`config.mk`:
```
export PLATFORM = sky130hd
export DESIGN_NAME = extint_ctrl
export DESIGN_NICKNAME = d
export VERILOG_FILES = /design/src/rtl/extint_pkg.sv /design/src/rtl/extint_edge.sv /design/src/rtl/extint_line.sv /design/src/rtl/extint_ctrl.sv
export SDC_FILE = /design/constraint.sdc
export NUM_CORES = 1
export LEC_CHECK = 0
export ABC_AREA = 1
export CAP_MARGIN = 20
export CORE_ASPECT_RATIO = 1.1
export CORE_UTILIZATION = 40
export DETAILED_ROUTE_END_ITERATION = 7
export DONT_BUFFER_PORTS = 1
export SLEW_MARGIN = 20
export SYNTH_ARGS = -nofsm -noshare
export SYNTH_HDL_FRONTEND = slang
export SYNTH_SLANG_ARGS = --single-unit
```
`constraint.sdc`:
```
create_clock -name clk -period 1.6 [get_ports clk]
set_input_delay 0.32 -clock clk [delete_from_list [all_inputs] [get_ports clk]]
set_output_delay 0.32 -clock clk [all_outputs]
set_load 0.02 [all_outputs]
```
`src/rtl/extint_pkg.sv`:
```
package extint_pkg;
  localparam int ADDR_W = 3;
  typedef enum logic [ADDR_W-1:0] {
    A_IMASK  = 3'd0,
    A_EMASK  = 3'd1,
    A_RISE   = 3'd2,
    A_FALL   = 3'd3,
    A_SWTRIG = 3'd4,
    A_PEND   = 3'd5
  } reg_addr_e;
endpackage

```
`src/rtl/extint_edge.sv`:
```
module extint_edge #(
  parameter int N      = 19,
  parameter int STAGES = 2
) (
  input  logic         clk,
  input  logic         rst,
  input  logic [N-1:0] async_in,
  output logic [N-1:0] rise,
  output logic [N-1:0] fall
);
  localparam int DEPTH = STAGES + 1;

  for (genvar i = 0; i < N; i++) begin : g_line
    logic [DEPTH-1:0] sh;
    always_ff @(posedge clk) begin
      if (rst) sh <= '0;
      else     sh <= {sh[DEPTH-2:0], async_in[i]};
    end
    // sh[DEPTH-2] is the synchronized level, sh[DEPTH-1] its previous value
    assign rise[i] =  sh[DEPTH-2] & ~sh[DEPTH-1];
    assign fall[i] = ~sh[DEPTH-2] &  sh[DEPTH-1];
  end
endmodule

```
`src/rtl/extint_line.sv`:
```
module extint_line (
  input  logic clk,
  input  logic rst,
  input  logic rise,
  input  logic fall,
  input  logic rise_en,
  input  logic fall_en,
  input  logic sw_set,
  input  logic imask,
  input  logic imask_nxt,
  input  logic emask,
  input  logic clr,
  output logic trig,
  output logic pend,
  output logic irq,
  output logic evt
);
  logic pend_nxt;

  assign trig     = (rise & rise_en) | (fall & fall_en) | sw_set;
  assign pend_nxt = (pend & ~clr) | (trig & imask);

  always_ff @(posedge clk) begin
    if (rst) begin
      pend <= 1'b0;
      irq  <= 1'b0;
      evt  <= 1'b0;
    end else begin
      pend <= pend_nxt;
      irq  <= pend_nxt & imask_nxt;
      evt  <= trig & emask;
    end
  end
endmodule

```
`src/rtl/extint_ctrl.sv`:
```
module extint_ctrl
  import extint_pkg::*;
#(
  parameter int NUM_LINES = 19
) (
  input  logic                 clk,
  input  logic                 rst,
  input  logic [NUM_LINES-1:0] line_in,
  input  logic                 reg_we,
  input  logic [2:0]           reg_addr,
  input  logic [NUM_LINES-1:0] reg_wdata,
  output logic [NUM_LINES-1:0] reg_rdata,
  output logic [NUM_LINES-1:0] irq_out,
  output logic [NUM_LINES-1:0] evt_out
);
  localparam int N = NUM_LINES;

  logic [N-1:0] imask_q, emask_q, rise_q, fall_q, sw_q;
  logic [N-1:0] imask_nxt, sw_set_v, clr_v;
  logic [N-1:0] rise_v, fall_v, trig_v, pend_v;
  logic         wr_imask, wr_sw, wr_pend;

  assign wr_imask  = reg_we && (reg_addr == A_IMASK);
  assign wr_sw     = reg_we && (reg_addr == A_SWTRIG);
  assign wr_pend   = reg_we && (reg_addr == A_PEND);
  assign imask_nxt = wr_imask ? reg_wdata : imask_q;
  assign sw_set_v  = wr_sw ? (reg_wdata & ~sw_q) : '0;
  assign clr_v     = wr_pend ? reg_wdata : '0;

  always_ff @(posedge clk) begin
    if (rst) begin
      imask_q <= '0;
      emask_q <= '0;
      rise_q  <= '0;
      fall_q  <= '0;
      sw_q    <= '0;
    end else if (reg_we) begin
      case (reg_addr)
        A_IMASK:  imask_q <= reg_wdata;
        A_EMASK:  emask_q <= reg_wdata;
        A_RISE:   rise_q  <= reg_wdata;
        A_FALL:   fall_q  <= reg_wdata;
        A_SWTRIG: sw_q    <= reg_wdata;
        A_PEND:   sw_q    <= sw_q & ~reg_wdata;
        default:  ;
      endcase
    end
  end

  always_ff @(posedge clk) begin
    if (rst) reg_rdata <= '0;
    else begin
      case (reg_addr)
        A_IMASK:  reg_rdata <= imask_q;
        A_EMASK:  reg_rdata <= emask_q;
        A_RISE:   reg_rdata <= rise_q;
        A_FALL:   reg_rdata <= fall_q;
        A_SWTRIG: reg_rdata <= sw_q;
        A_PEND:   reg_rdata <= pend_v;
        default:  reg_rdata <= '0;
      endcase
    end
  end

  extint_edge #(.N(N), .STAGES(2)) u_edge (
    .clk      (clk),
    .rst      (rst),
    .async_in (line_in),
    .rise     (rise_v),
    .fall     (fall_v)
  );

  for (genvar i = 0; i < N; i++) begin : g_ln
    extint_line u_line (
      .clk       (clk),
      .rst       (rst),
      .rise      (rise_v[i]),
      .fall      (fall_v[i]),
      .rise_en   (rise_q[i]),
      .fall_en   (fall_q[i]),
      .sw_set    (sw_set_v[i]),
      .imask     (imask_q[i]),
      .imask_nxt (imask_nxt[i]),
      .emask     (emask_q[i]),
      .clr       (clr_v[i]),
      .trig      (trig_v[i]),
      .pend      (pend_v[i]),
      .irq       (irq_out[i]),
      .evt       (evt_out[i])
    );
  end
endmodule

```
After elaboration in Yosys (flattened, before gate mapping)
Index checks and enable logic that the tools add are counted.
W data, S select, Z words.
Operators by class
  reduce and logical (&&, ||, !) cells: 10
  eq/ne operators: 5
  mux-type cells: 5
  bitwise gates (word level): 270
Operator list (number)
  $and A1 B1 Y1: 152
  $pmux W19 S6: 1
  $mux W19: 3
  $not A1 Y1: 57
  $or A1 B1 Y1: 57
  $and A19 B19 Y19: 2
  $not A19 Y19: 2
  $pmux W19 S2: 1
  $reduce_and A2 Y1: 5
  $eq A3 B2 Y1 const B: 2
  $eq A3 B3 Y1 const B: 2
  $eq A3 B1 Y1 const B: 1
  $logic_and A1 B1 Y1: 3
  $logic_not A3 Y1: 1
  $reduce_bool A2 Y1: 1
Storage, ports and cells
  word-level logic and storage cells: 372
  output and inout bits: 57
  flip-flop bits (word level): 228
  input bits: 44

Logic depth before layout (Yosys ltp)
Gate-level depths: netlist of run 1.
  depth after elaboration: 8
  gate-level depth with buffers: 9
  gate-level depth less buffers: 7

Hierarchy
From an unflattened synthesis of run 1, not the netlist that was laid out.
Second synthesis, totals
  cell total of the unflattened synthesis: 1362
  area, all modules: 9835.7 µm²
Modules (own cells, without submodules)
  extint_ctrl: times used 1, area each 5477.8 µm², cells an instance 824, sequential area each 2282.2 µm²
  extint_line: times used 19, area each 132.6 µm², cells an instance 16, sequential area each 60.1 µm²
  extint_edge: times used 1, area each 1838.0 µm², cells an instance 234, sequential area each 1141.1 µm²

Worst setup path before layout of run 1
No wires, ideal clock.
  kind: input to register
  start: in reg_addr[2]
  end: reg g_ln[10].u_line.pend
  path slack: 237 ps
  path buffers: 3
  arrival time: 1230 ps
  setup time: 132 ps
  stages: 6
  path through: buf_4 buf_2 buf_1 nand4_1 nand2_1 a21oi_1
Between the ends
  longest elaborated chain between the ends: 6
  elaborated cells on any way between the ends: 11
  classes of those cells: eq/ne (2); mux (2); bitwise (5); reduce/logical (2)
RTL lines
  start: declaration: RTL line extint_ctrl.sv:10  | input logic [2:0] reg_addr,
  $eq A3 B3 Y1 (on tied branches): RTL line extint_ctrl.sv:24, extint_ctrl.sv:25
  $logic_and A1 B1 Y1 (on tied branches): RTL line extint_ctrl.sv:24, extint_ctrl.sv:25
  $mux W19 (on tied branches): RTL line extint_ctrl.sv:27, extint_ctrl.sv:28
  $or A1 B1 Y1 / $not A1 Y1 (equally long branches): RTL line extint_line.sv:20, extint_line.sv:21
  $and A1 B1 Y1: RTL line extint_line.sv:21  | assign pend_nxt = (pend & ~clr) | (trig & imask);
  $or A1 B1 Y1 (*): RTL line extint_line.sv:21
  end signal: assignment: RTL line extint_line.sv:29  | pend <= pend_nxt;
  end: declaration: RTL line extint_line.sv:14  | output logic pend,
Every way passes the cells marked *; elsewhere a longest branch is shown, timed or not.
A chain may end at the register's enable or synchronous reset.

Worst setup path in the final report of run 1
  start: reg rise_q[0]
  end: reg g_ln[0].u_line.pend
Between the ends
  longest elaborated chain between the ends: 5
RTL lines
  start: declaration: RTL line extint_ctrl.sv:18  | logic [N-1:0] imask_q, emask_q, rise_q, fall_q, sw_q;
  start signal: assignment: RTL line extint_ctrl.sv:41  | A_RISE: rise_q <= reg_wdata;
  $and A1 B1 Y1: RTL line extint_line.sv:20  | assign trig = (rise & rise_en) | (fall & fall_en) | sw_set;
  $or A1 B1 Y1 (2 in series): RTL line extint_line.sv:20
  $and A1 B1 Y1: RTL line extint_line.sv:21
  $or A1 B1 Y1: RTL line extint_line.sv:21
  end signal: assignment: RTL line extint_line.sv:29
  end: declaration: RTL line extint_line.sv:14
No other way between the ends.

==> summary.txt, run 1 <==
Place
  – Routability cong.: roughly 0.8
  – Worst slack, placed: 154 ps
  – Dpl cells: 1505
  – Hpwl dp: 15700 µm
  – Port-buffer cells: 0

Floorplan
  – # rows: 58
  – Initial Util: 0.408
  – DIE WIDTH: 148 µm
  – Die Y-Extent: ~160 µm
  – Core box area: 22900 µm²
  – Die ar.: 23900 µm²
  – Io pins: between 100 and 150

STA
  – Fmax: 642 MHz
  – Setup TNS: 0 ps
  – Worst clock skew: 19.1 ps
  – Final worst slack: between 40 and 50 ps
  – # setup viols final: 0
  – Min Tclk post-route: 1560 ps
  – Fin crit share: 0.974
  – Slew margin rel.: 0.763
  – RSZ-0062 raised after global routing: true
  – Fin. Hold Viols: 0
  – Max-slew violations: 0
  – Tightest Pin Transition: about 350 ps

Synthesis
  – Adder and majority gate portion of the synthesized area: 0
  – Post-synthesis sequential area ratio: 0.490
  – Synth Area in Compound Gates: 0.124
  – Synth Net Count: 1330
  – Multiplexer share of the synthesized area: 0
  – Largest family of logic cells by synthesized area: simple AND/OR/NAND/NOR gates
  – Syn Inst Count: 1286
  – Mapped Area: 9320 µm²
  – Post-synthesis simple-gate area fraction: 0.247
  – Syn_area_per_cell: 7.24 µm²
  – Xor and xnor area share after synthesis: 0
  – Yosys cell types: 21
  – FF+latch count, synth: ~230
  – Synthesis Warnings: 0

Finish
  – Leading cell types in the layout, fill and taps excluded: 270 x nand2_1, 228 x dfxtp_1, 171 x inv_1
  – Fillers: 2230
  – Area Overhead vs Synth: 19.3%
  – Number of diodes: 0
  – Final nets: 1365
  – Reg with most FFs: u_edge.g_line.sh
  – Layout cells sized above 1: 0.0755
  – Commonest non-fill, non-tap cell in the layout: nand2_1
  – Max reg flops: 57
  – Non-filler instance count after layout: 1637

Routing
  – Drt wl/cell: 15.4 µm
  – Post-Route WL: 25200 µm
  – Final ANT Viol Nets: 0
  – DR pass1 iterations: 5
  – Residual DRC: 0
  – Via/cell ratio: between 4 and 5
  – Initial drt markers: 623
  – Vias: just over 8000

Power
  – Sw Ratio: 0.230
  – P_sw: approximately 2.9 mW
  – Internal: 9.54 mW
  – Flop pwr share: 0.480
  – Lkg Pwr: 5.01 nW
  – Max VDD drop: 0.609 mV
  – PwrDens: 1120 nW/µm²
  – Clock Power Share: 0.460
  – Power share of the combinational group: 0.060

GRT
  – Largest net degree at the start of global routing: 82
  – All-Layer GR Usage: 0.213
  – Grt met3 use: 0.0480
  – Met2 Usage GRT: 0.318
  – First-pass GRT wire length: 40300 µm
  – Total congestion overflow: 0
  – Grt peak-use layer: met2
  – Vias in the first global route: 7389
  – Initial antenna violation count: 1
  – GR Util met1: 0.304

Clock network
  – Clk Latency, worst-skew pair: 520 ps
  – H-tree Lvls: 1
  – CTS root buf: clkbuf_16
  – Clk pin slew, worst setup/hold paths: 60 ps
  – CTS tree: done
  – Sink Count: ~230
  – Clock buffer depth: 3
  – CTS Buf Count: 25

Critical path
  – CP startpoint kind: register
  – Crit end category: register
  – Crit-path most repeated cell: nand2_1
  – CP startpoint: rise_q[0]
  – Critical path class: register to register
  – Peak fanout along the critical path: 2
  – CP bufs+invs: 2
  – Crit path max-delay family: buffers and inverters
  – R2R Path Start: rise_q[0]
  – Crit-path slowest cell: dlygate4sd3_1
  – CP peak stage delay: 570 ps
  – CP cell instances: inv_1 -> o21ai_0 -> nand2_1 -> nand2_1 -> nand2_1 -> a21oi_1 -> dlygate4sd3_1
  – WP data arrival: 2020 ps
  – Critical Path RT: 2060 ps

Run
  – Maxcap violations: 0

Status
  – Outcome: finished, final reports clean

Hold path
  – Worst Hold Launch: reg_wdata[6]
  – HP Class: primary input to register
-- metrics by stage --
step           hold WS (ps)  cell area (µm²)   util  total power, mW
2_1_floorplan           388             9320      -             6.55
3_3_place_gp            393             9320  0.408             6.62
3_5_place_dp            394             9320  0.408             6.63
4_1_cts               0.435            11000  0.482             12.5
5_1_grt                14.7            11100  0.486             12.9
6_report               5.65            11100  0.486             12.4
-- worst paths after layout --
| kind | endpoint | slack [ps] | cells after the start |
|---|---|---|---|
| min | fall_q[6] | 6 | 2 |
| max reg2reg | g_ln[0].u_line.pend | 40 | 7 |
| max | g_ln[0].u_line.pend | 40 | 7 |
| min reg2reg | u_edge.g_line[18].sh[1] | 400 | 2 |
-- cell type report --
| cell class | instances | area (µm²) | share of cell area |
|---|---|---|---|
| clock buffer | 33 | 706 | 0.0635 |
| inverter | 176 | 661 | 0.0595 |
| timing repair buffer | 118 | 1200 | 0.108 |
| clock inverter | 10 | 103 | 0.00923 |
| tap | 300 | 375 | 0.0338 |
| sequential | 228 | 4560 | 0.411 |
| multi-input combinational | 772 | 3500 | 0.315 |
-- per-layer routing --
metal / share of wire / up-vias
li1: - / 4106
met3: 0.086 / 49
met1: 0.46 / 3617
met5: 0.00048 / -
met4: 0.023 / 2
met2: 0.43 / 282
-- logic make-up after synthesis --
group                  count (synthesis)
buffers and inverters                286
and+or+nand+nor                      542
DFF                                  228
AOI/OAI and AO/OA                    230
-- synth_stat cells --
cell,instances,area share
dfxtp_1,228,0.49
nand2_1,280,0.11
nand3_1,97,0.052
nor3_2,1,0.0011
inv_1,172,0.069
inv_2,4,0.0016
buf_2,26,0.014
o21ai_1,3,0.0016
nand3_2,1,0.0011
a21oi_1,133,0.071
nor2_2,1,0.00067
o21a_1,1,0.00081
clkbuf_1,23,0.0093
nand4_1,38,0.026
nor3_4,1,0.0017
nor2_4,3,0.0036
buf_4,41,0.033
buf_1,15,0.0060
nor2_1,120,0.048
o21ai_0,93,0.050
buf_6,5,0.0060
-- power groups by stage --
| stage | logic, mW | registers [mW] | clock network [mW] |
|---|---|---|---|
| after floorplan | 0.512 | 6.03 | 0 |
| after global placement | 0.556 | 6.07 | 0 |
| after detailed placement | 0.563 | 6.07 | 0 |
| after CTS | 0.729 | 5.94 | 5.82 |
| after global routing | 0.841 | 5.96 | 6.05 |
| final | 0.747 | 5.95 | 5.70 |
-- repair_timing --
action | in CTS | in global routing
setup endpoints to repair | 0 | 21
setup buffers | 0 | 2
hold buffers | 87 | 1
gates resized for setup | 0 | 39
endpoints found under the hold margin | 171 | 1
Power figures use the tool's default switching activity.
==> run 2: changes to the inputs <==
SYNTH_HIERARCHICAL = 1   (was not set)
==> summary.txt, run 2 <==
Status
  – Outcome: finished, final reports clean (unchanged)

Clock network
  – CTS root buf: clkbuf_16 (unchanged)
  – Clk Latency, worst-skew pair: 530 ps (was 520 ps)
  – Clk pin slew, worst setup/hold paths: 60 ps (about the same)
  – Sink Count: 228 (unchanged)
  – CTS tree: done (unchanged)
  – Clock buffer depth: 3 (unchanged)
  – CTS Buf Count: 26 (was 25)
  – H-tree Lvls: 1 (unchanged)

Floorplan
  – DIE WIDTH: 152 µm (was 148 µm)
  – Initial Util: 0.411 (was 0.408)
  – Die ar.: 25200 µm² (was 23900 µm²)
  – Io pins: 101 (unchanged)
  – Die Y-Extent: 166 µm (was 162 µm)
  – Core box area: 23900 µm² (was 22900 µm²)
  – # rows: 59 (was 58)

STA
  – Slew margin rel.: 0.623 (was 0.763)
  – Worst clock skew: 10.9 ps (was 19.1 ps)
  – Fin. Hold Viols: 0 (unchanged)
  – Tightest Pin Transition: 564 ps (was 355 ps)
  – RSZ-0062 raised after global routing: true (unchanged)
  – Fmax: 647 MHz (was 642 MHz)
  – Min Tclk post-route: 1550 ps (was 1560 ps)
  – Hold WS: 13.3 ps (was 5.65 ps)
  – Max-slew violations: 0 (unchanged)
  – Fin crit share: 0.966 (was 0.974)
  – # setup viols final: 0 (unchanged)

Synthesis
  – Yosys cell types: 23 (was 21)
  – EDFF count, synth: 0 (unchanged)
  – Synth Flop Type: dfxtp_1 (unchanged)
  – Most common cell in the netlist: nor2_1 (was nand2_1)
  – Asr flop ratio synth: 0 (unchanged)
  – Post-synth top area share: 0.464 (was 0.490)
  – Commonest cells post-synth: 248 x nor2_1, 228 x dfxtp_1, 210 x nand2_1 (was 280 x nand2_1, 228 x dfxtp_1, 172 x inv_1)
  – Largest cells by area after synthesis: dfxtp_1 46%, nor2_1 9.5%, nand2_1 8.0%, inv_1 7.3%, nand3_1 4.2% (was dfxtp_1 49%, nand2_1 11%, a21oi_1 7.1%, inv_1 6.9%, nand3_1 5.2%)
  – Synthesis Warnings: 6 (was 0)
  – Syn Inst Count: 1362 (was 1286)
  – Area leader, netlist: dfxtp_1 (unchanged)
  – Synth Net Count: 1406 (was 1330)
  – Syn_area_per_cell: 7.22 µm² (was 7.24 µm²)
  – FF+latch count, synth: 228 (unchanged)
  – Mapped Area: 9840 µm² (was 9320 µm²)
  – Post-synthesis sequential area ratio: 0.464 (was 0.490)

Critical path
  – Crit end category: register (unchanged)
  – CP peak stage delay: 610 ps (was 570 ps)
  – Critical Path RT: 2010 ps (was 2060 ps)
  – CP cell instances: dlygate4sd3_1 -> inv_1 -> nor2_1 -> inv_1 -> nand2_4 -> nand2_1 -> nand2_1 -> nor2_2 -> dlygate4sd3_1 (was inv_1 -> o21ai_0 -> nand2_1 -> nand2_1 -> nand2_1 -> a21oi_1 -> dlygate4sd3_1)
  – WP data arrival: 1960 ps (was 2020 ps)
  – Peak fanout along the critical path: 3 (was 2)
  – CP startpoint kind: primary input (was register)
  – Crit-path slowest cell: dlygate4sd3_1 (unchanged)
  – Critical path class: primary input to register (was register to register)

GRT
  – Vias in the first global route: 8835 (was 7389)
  – First-pass GRT wire length: 45100 µm (was 40300 µm)
  – Initial antenna violation count: 0 (was 1)
  – Total congestion overflow: 0 (unchanged)
  – Largest net degree at the start of global routing: 102 (was 82)
  – All-Layer GR Usage: 0.224 (was 0.213)

Routing
  – Vias: 8848 (was 8056)
  – Residual DRC: 0 (unchanged)
  – Final ANT Viol Nets: 0 (unchanged)
  – DR pass1 iterations: 6 (was 5)
  – Initial drt markers: 525 (was 623)
  – Drt wl/cell: 15.2 µm (was 15.4 µm)
  – Via/cell ratio: 4.90 (was 4.92)
  – Post-Route WL: 27500 µm (was 25200 µm)

Finish
  – Number of diodes: 0 (unchanged)
  – Commonest non-fill, non-tap cell in the layout: nor2_1 (was nand2_1)
  – Max reg flops: 57 (unchanged)
  – Leading cell types in the layout, fill and taps excluded: 239 x nor2_1, 221 x dfxtp_1, 209 x nand2_1 (was 270 x nand2_1, 228 x dfxtp_1, 171 x inv_1)
  – Final Util: 0.521 (was 0.486)
  – Non-filler instance count after layout: 1806 (was 1637)
  – Final nets: 1525 (was 1365)
  – Reg with most FFs: u_edge/g_line.sh (was u_edge.g_line.sh)
  – Final instance area: 12500 µm² (was 11100 µm²)
  – Layout cells sized above 1: 0.137 (was 0.0755)
  – Area Overhead vs Synth: 26.6% (was 19.3%)

Power
  – Internal: 10.3 mW (was 9.54 mW)
  – Max VDD drop: 0.771 mV (was 0.609 mV)
  – Clock Power Share: 0.493 (was 0.460)
  – Flop pwr share: 0.446 (was 0.480)
  – PwrDens: 1070 nW/µm² (was 1120 nW/µm²)
  – Lkg Pwr: 6.01 nW (was 5.01 nW)
  – Power share of the combinational group: 0.061 (was 0.060)
  – Sw Ratio: 0.225 (was 0.230)
  – P_sw: 2.99 mW (was 2.85 mW)

Place
  – Dpl cells: 1628 (was 1505)
  – Routability cong.: 0.818 (was 0.820)
  – Post-DP Area: 10100 µm² (was 9320 µm²)
  – Hpwl dp: 15900 µm (was 15700 µm)
  – Port-buffer cells: 0 (unchanged)

Run
  – Maxcap violations: 0 (unchanged)

Hold path
  – HP Class: primary input to register (unchanged)
run 2: critical path, delay by kind of cell:
kind | cells | cell delay, ps
buf+inv | 4 | 1330
simple gates | 5 | 310
run 2: what timing repair did:
item	4_1_cts	5_1_grt
buffers inserted	0	3
setup endpoints to repair	0	16
gates resized for setup	0	27
hold buffers	128	1
hold endpoints to repair	217	2
run 2: layout make-up:
| cell class | count | area [µm²] |
|---|---|---|
| fill | 2366 | 11500 |
| sequential | 228 | 4570 |
| multi-input combinational | 849 | 4130 |
| timing repair buffer | 161 | 1600 |
| inverter | 215 | 807 |
| clock buffer | 36 | 769 |
| tap | 305 | 382 |
| clock inverter | 12 | 189 |
run 2: final timing paths:
kind | start | end | slack (ps) | depth (start not counted)
worst min register to register | u_edge/g_line[13].sh[0] | u_edge/g_line[13].sh[1] | 410 | 2
worst max register to register | u_edge/g_line[8].sh[2] | g_ln[8].u_line/irq | 100 | 9
worst min-delay path | reg_wdata[14] | imask_q[14] | 10 | 2
worst max-delay path | reg_wdata[16] | g_ln[16].u_line/irq | 50 | 9
run 2: cell families (layout without fill, tap and decap cells):
| logic type | after synthesis | after routing | synth area share |
|---|---|---|---|
| AO/OA/AOI/OAI | 152 | 152 | 0.0777 |
| buffers and inverters | 285 | 424 | 0.120 |
| flip-flops | 228 | 228 | 0.464 |
| AND/OR/NAND/NOR | 697 | 697 | 0.338 |
run 2: per-layer routing:
layer | track usage | up-vias | wire, µm
met5 | 0 | - | 0
met4 | 0.0844 | 0 | 876
li1 | - | 4480 | -
met1 | 0.283 | 4035 | 12300
met2 | 0.376 | 263 | 12600
met3 | 0.0400 | 70 | 1710
run 2: power by group through the flow:
stage	Combinational, mW	Sequential (mW)	Clock, mW
3_5_place_dp	0.574	6.05	0
6_report	0.809	5.93	6.57
4_1_cts	0.790	5.93	6.70
3_3_place_gp	0.565	6.05	0
2_1_floorplan	0.524	6.02	0
5_1_grt	0.902	5.95	6.96
run 2: metrics by stage:
| stage | total power, mW | worst slack (ps) | TNS, ps |
|---|---|---|---|
| floorplan | 6.55 | 128 | 0 |
| global placement | 6.62 | 60.4 | 0 |
| detailed placement | 6.63 | 54.7 | 0 |
| CTS | 13.4 | 20.0 | 0 |
| global route | 13.8 | -29.7 | -33.9 |
| finish | 13.3 | 53.7 | 0 |
